--- config.mk ---
export PLATFORM = sky130hd
export DESIGN_NAME = valiant_route_sel
export DESIGN_NICKNAME = d
export VERILOG_FILES = /design/src/rtl/valiant_pkg.sv /design/src/rtl/valiant_lfsr.sv /design/src/rtl/valiant_wp_pick.sv /design/src/rtl/valiant_dor.sv /design/src/rtl/valiant_route_sel.sv
export SDC_FILE = /design/constraint.sdc
export NUM_CORES = 1
export LEC_CHECK = 0
export BUFFER_PORTS_ARGS = -buffer_cell sky130_fd_sc_hd__buf_2
export CAP_MARGIN = 10
export CORE_MARGIN = 5
export CORE_UTILIZATION = 53
export CTS_BUF_LIST = sky130_fd_sc_hd__clkbuf_16
export CTS_CLUSTER_DIAMETER = 30
export DETAILED_ROUTE_END_ITERATION = 7
export PLACE_DENSITY_LB_ADDON = 0.3
export SETUP_SLACK_MARGIN = 0.5
export SYNTH_ARGS = -nofsm -noshare
export SYNTH_HDL_FRONTEND = slang
export SYNTH_SLANG_ARGS = --single-unit
--- constraint.sdc ---
create_clock -name clk -period 3.2 [get_ports clk]
set_input_delay 0.32 -clock clk [delete_from_list [all_inputs] [get_ports clk]]
set_output_delay 0.32 -clock clk [all_outputs]
set_load 0.05 [all_outputs]
--- src/rtl/valiant_pkg.sv ---
package valiant_pkg;
  typedef enum logic [2:0] {
    DIR_LOCAL = 3'd0,
    DIR_EAST  = 3'd1,
    DIR_WEST  = 3'd2,
    DIR_NORTH = 3'd3,
    DIR_SOUTH = 3'd4
  } dir_e;
endpackage

--- src/rtl/valiant_lfsr.sv ---
module valiant_lfsr #(
  parameter logic [15:0] SEED = 16'hACE1
) (
  input  logic        clk,
  input  logic        rst,
  input  logic        step,
  output logic [15:0] state
);
  logic fb;
  assign fb = state[15] ^ state[13] ^ state[12] ^ state[10];

  always_ff @(posedge clk) begin
    if (rst)       state <= SEED;
    else if (step) state <= {state[14:0], fb};
  end
endmodule

--- src/rtl/valiant_wp_pick.sv ---
module valiant_wp_pick #(
  parameter int CW = 3
) (
  input  logic [15:0]   rnd,
  input  logic          quad_mode,
  input  logic [CW-1:0] src_x,
  input  logic [CW-1:0] src_y,
  output logic [CW-1:0] wp_x,
  output logic [CW-1:0] wp_y
);
  logic [CW-1:0] raw_x, raw_y;
  assign raw_x = rnd[CW-1:0];
  assign raw_y = rnd[2*CW-1:CW];

  generate
    if (CW > 1) begin : g_quad
      always_comb begin
        wp_x = raw_x;
        wp_y = raw_y;
        if (quad_mode) begin
          wp_x[CW-1] = src_x[CW-1];
          wp_y[CW-1] = src_y[CW-1];
        end
      end
    end else begin : g_flat
      assign wp_x = quad_mode ? src_x : raw_x;
      assign wp_y = quad_mode ? src_y : raw_y;
    end
  endgenerate
endmodule

--- src/rtl/valiant_dor.sv ---
module valiant_dor
  import valiant_pkg::*;
#(
  parameter int CW = 3
) (
  input  logic [CW-1:0] cx,
  input  logic [CW-1:0] cy,
  input  logic [CW-1:0] tx,
  input  logic [CW-1:0] ty,
  output dir_e          dir
);
  always_comb begin
    if (tx > cx)      dir = DIR_EAST;
    else if (tx < cx) dir = DIR_WEST;
    else if (ty > cy) dir = DIR_NORTH;
    else if (ty < cy) dir = DIR_SOUTH;
    else              dir = DIR_LOCAL;
  end
endmodule

--- src/rtl/valiant_route_sel.sv ---
module valiant_route_sel
  import valiant_pkg::*;
#(
  parameter int          MESH_DIM  = 8,
  parameter logic [15:0] LFSR_SEED = 16'hACE1,
  localparam int         CW        = $clog2(MESH_DIM)
) (
  input  logic          clk,
  input  logic          rst,
  input  logic          req_valid,
  input  logic          inject,
  input  logic [CW-1:0] cur_x,
  input  logic [CW-1:0] cur_y,
  input  logic [CW-1:0] dst_x,
  input  logic [CW-1:0] dst_y,
  input  logic          leg_in,
  input  logic [CW-1:0] wp_x_in,
  input  logic [CW-1:0] wp_y_in,
  input  logic          quad_mode,
  input  logic          load_mode,
  input  logic          load_high,
  output logic          rsp_valid,
  output logic [2:0]    port_out,
  output logic          leg_out,
  output logic [CW-1:0] wp_x_out,
  output logic [CW-1:0] wp_y_out
);
  logic [15:0]   rnd;
  logic [CW-1:0] draw_x, draw_y;
  logic [CW-1:0] nxt_wx, nxt_wy, tgt_x, tgt_y;
  logic          nxt_leg, bypass, at_wp, at_dst;
  dir_e          dir;

  valiant_lfsr #(.SEED(LFSR_SEED)) u_lfsr (
    .clk(clk), .rst(rst), .step(req_valid & inject), .state(rnd)
  );

  valiant_wp_pick #(.CW(CW)) u_pick (
    .rnd(rnd), .quad_mode(quad_mode), .src_x(cur_x), .src_y(cur_y),
    .wp_x(draw_x), .wp_y(draw_y)
  );

  assign bypass = load_mode & ~load_high;
  assign at_dst = (cur_x == dst_x) && (cur_y == dst_y);

  always_comb begin
    if (inject) begin
      if (bypass) begin
        nxt_wx = dst_x;
        nxt_wy = dst_y;
      end else begin
        nxt_wx = draw_x;
        nxt_wy = draw_y;
      end
    end else begin
      nxt_wx = wp_x_in;
      nxt_wy = wp_y_in;
    end
    at_wp = (cur_x == nxt_wx) && (cur_y == nxt_wy);
    if (inject)
      nxt_leg = bypass | at_wp | ((nxt_wx == dst_x) && (nxt_wy == dst_y));
    else
      nxt_leg = leg_in | at_wp;
    tgt_x = nxt_leg ? dst_x : nxt_wx;
    tgt_y = nxt_leg ? dst_y : nxt_wy;
  end

  valiant_dor #(.CW(CW)) u_dor (
    .cx(cur_x), .cy(cur_y), .tx(tgt_x), .ty(tgt_y), .dir(dir)
  );

  always_ff @(posedge clk) begin
    if (rst) begin
      rsp_valid <= 1'b0;
      port_out  <= DIR_LOCAL;
      leg_out   <= 1'b0;
      wp_x_out  <= '0;
      wp_y_out  <= '0;
    end else begin
      rsp_valid <= req_valid;
      if (req_valid) begin
        port_out <= dir;
        leg_out  <= nxt_leg;
        wp_x_out <= nxt_wx;
        wp_y_out <= nxt_wy;
      end
    end
  end

  logic unused_ok;
  assign unused_ok = at_dst;
endmodule

==> impl_metrics.toml <==
[run_status]
status = "finished clean"

[sta]
slew_violations = 0
fin_ws_ns = 0.475
grt_setup_unrepaired = "yes"
fmax_ghz = 0.367
relSlewSlack_pct = 64.6
tns_ns = 0
skew_ns = 0.00313
tightest_slew_ns = 0.530
final_hold_viol_count = 0
setup_viol = 0
fin_crit_sh_pct = 85.1
fin_crit_ns = 2.72

[synth]
ys_warn_count = 0
synth_cell_types = 40
synth_edf_count = 0
synth_nets = 219
synth_area_um2 = 1600
avgSynthCellArea_um2 = 8.58
ys_seq_area_share_pct = 33.7
ys_seq_elements = 27
synth_ff_type = "dfxtp_1"
syn_inst = 187
synthArstFlopShare_pct = 0

[setup_path]
critPathRequiredTime_ns = 3.38
critPathCaptureType = "flop"
rr_startpoint = "u_lfsr.state[2]$_SDFFE_PP0P_"
r2r.worst_path.cells = 12
crit_fanout = 5
timing.rr.end = "port_out[1]$_SDFFE_PP0P_"
critPathLaunch = "load_mode"
critPathArrivalTime_ns = 2.91
crit_type = "input port to flop"
regToRegSetupSlack_ns = 0.49
worstSetupStartpointType = "input port"

[drt]
wl_per_cell_um = 16.2
drt_iter0_markers = 77
wl_um = 4250
drcViolationCount = 0
vias = 1461
detail-route-antenna-nets = 0
firstDrtPassIters = 4
via_per_inst = 5.58

[clocking]
cts_root_buf = "clkbuf_16"
clk_pin_slew_ns = 0.06
numCtsBuffers = 3
clk_latency_ns = 0.26
htreeDepth = 1
cts_buffer_depth = 2
numClockSinks = 27
cts_tree = "done"

[finish]
nets = 262
diodes = 0
drive_above_1_share_pct = 39.7
area_growth_pct = 34.1
layout_common_cells = "nand2_1 (38), buf_2 (33), dfxtp_1 (23)"
final_common_cell = "nand2_1"

[placement]
place_congestion = 0.837
pre_cts_slack_ns = 0.117
dp_hpwl_um = 2720
io_buffer_count = 36

[floorplanning]
die_area_um2 = 4230
core-area_um2 = 2980
fp-row-count = 20
fp.dieW_um = 65.0
initial_utilization_pct = 53.9
die_h_um = 65.0
num_io_pins = 37

[global_route]
grt_use_total_pct = 18.0
grt_start_max_net_pins = 28
grt_pass1_vias = 1261
antenna_found_initial = 0
grt_pass1_wl_um = 5850
grt_overflow = 0

[min_path]
hp-class = "flop to flop"
whs_path_depth = 2
worstHoldStart = "u_lfsr.state[14]$_SDFFE_PP0P_"
hold_path_end = "u_lfsr.state[14]$_SDFFE_PP0P_"

[power_and_ir_drop]
fin_total_pwr_mw = 0.940
clkPwrFrac_pct = 29.7
power.internal_mw = 0.653
pwr-share-seq_pct = 39.6
irDropWorstVdd_uv = 387
p_switching_mw = 0.287
combPwrFrac_pct = 30.7
power.density_nw_per_um2 = 437
p_sw_share_pct = 30.5
p_leak_nw = 0.932

[run]
cap_violations = 0
-- cells in the mapped netlist, types with 2 or more instances --
cell type | instances | share of area (%)
nor3_1 | 2 | 0.62
a21oi_1 | 12 | 3.7
o21ai_0 | 3 | 0.94
nand2b_2 | 2 | 1.1
dfxtp_1 | 27 | 34
clkbuf_1 | 6 | 1.4
nand2_1 | 39 | 9.1
nand4b_1 | 3 | 1.6
xor2_1 | 6 | 3.3
nor2b_1 | 4 | 1.6
mux2_4 | 3 | 2.8
mux2i_1 | 10 | 6.2
ha_1 | 6 | 4.7
o211ai_2 | 2 | 1.6
xnor2_1 | 8 | 4.4
a31oi_1 | 4 | 1.6
nor2_1 | 15 | 3.5
inv_1 | 7 | 1.6
nand3b_1 | 7 | 3.3
-- cells by family after synthesis --
logic type      after synthesis  synth area share [%]
mux                          13                  9.05
flops                        27                  33.7
xor+xnor                     14                  7.64
fa+ha+maj                     6                  4.68
buf+inv                      16                  4.45
simple gates                 79                  25.2
compound gates               32                  15.3
-- layout make-up --
cell class / count / area, um^2
Clock buffer: 3 / 75.1
Fill cell: 218 / 827
Sequential cell: 27 / 548
Multi-Input combinational cell: 144 / 1160
Inverter: 7 / 26.3
Clock inverter: 1 / 5.00
Timing Repair Buffer: 47 / 297
Tap cell: 33 / 41.3
-- routing by layer --
metal	part of all wire (%)	GRT usage [%]	vias up
li1	-	-	720
met1	42	23.5	681
met4	3.6	8.03	0
met5	0	0	-
met3	5.2	3.12	16
met2	49	28.9	44
-- per-stage QoR --
| stage | utilization (%) | hold slack (ns) | instance area, um^2 | std cells |
|---|---|---|---|---|
| floorplan | - | 0.432 | 1640 | 187 |
| finish | 72.2 | 0.463 | 2150 | 262 |
| CTS | 65.1 | 0.465 | 1940 | 255 |
| global placement | 61.3 | 0.447 | 1820 | 248 |
| global route | 72.2 | 0.486 | 2150 | 262 |
| detailed placement | 61.3 | 0.455 | 1820 | 248 |
-- worst max path at each step --
| stage | slack [ns] | cells after the start | end |
|---|---|---|---|
| detailed placement | 0.12 | 13 | port_out[1]$_SDFFE_PP0P_ |
| floorplan | 0.53 | 12 | port_out[1]$_SDFFE_PP0P_ |
| global placement | 0.17 | 12 | port_out[1]$_SDFFE_PP0P_ |
| finish | 0.48 | 14 | port_out[1]$_SDFFE_PP0P_ |
| CTS | 0.49 | 14 | port_out[1]$_SDFFE_PP0P_ |
| global route | 0.33 | 13 | port_out[1]$_SDFFE_PP0P_ |
-- critical path, stage by stage --
cell and delay (ns):
buf_8 0.09, nor2b_4 0.21, buf_6 0.13, o211ai_4 0.09, xor2_2 0.20, nor4_4 0.33
a41oi_4 0.21, mux2_4 0.35, ha_4 0.27, nor2b_2 0.14, o21ai_2 0.08, a32oi_2 0.20
a41oi_2 0.14, nor3_1 0.15
-- power groups by stage --
| stage | Clock (mW) | Combinational, mW | Sequential, mW |
|---|---|---|---|
| final | 0.279 | 0.289 | 0.372 |
| after global routing | 0.303 | 0.314 | 0.374 |
| after CTS | 0.284 | 0.239 | 0.372 |
| after detailed placement | 0 | 0.230 | 0.378 |
| after global placement | 0 | 0.228 | 0.378 |
| after floorplan | 0 | 0.144 | 0.409 |
-- flip-flops by register name (all words and copies together), names as in the netlist --
register	flops
leg_out	1
port_out	3
rsp_valid	1
u_lfsr.state	16
wp_x_out	3
wp_y_out	3
-- what timing repair did --
item / 4_1_cts / 5_1_grt
hold buffers: 0 / 0
setup endpoints to repair: 3 / 3
gates resized for setup: 4 / 31
setup buffers: 3 / 7
pin swaps: 2 / 16
(Power assumes the default switching activity.)
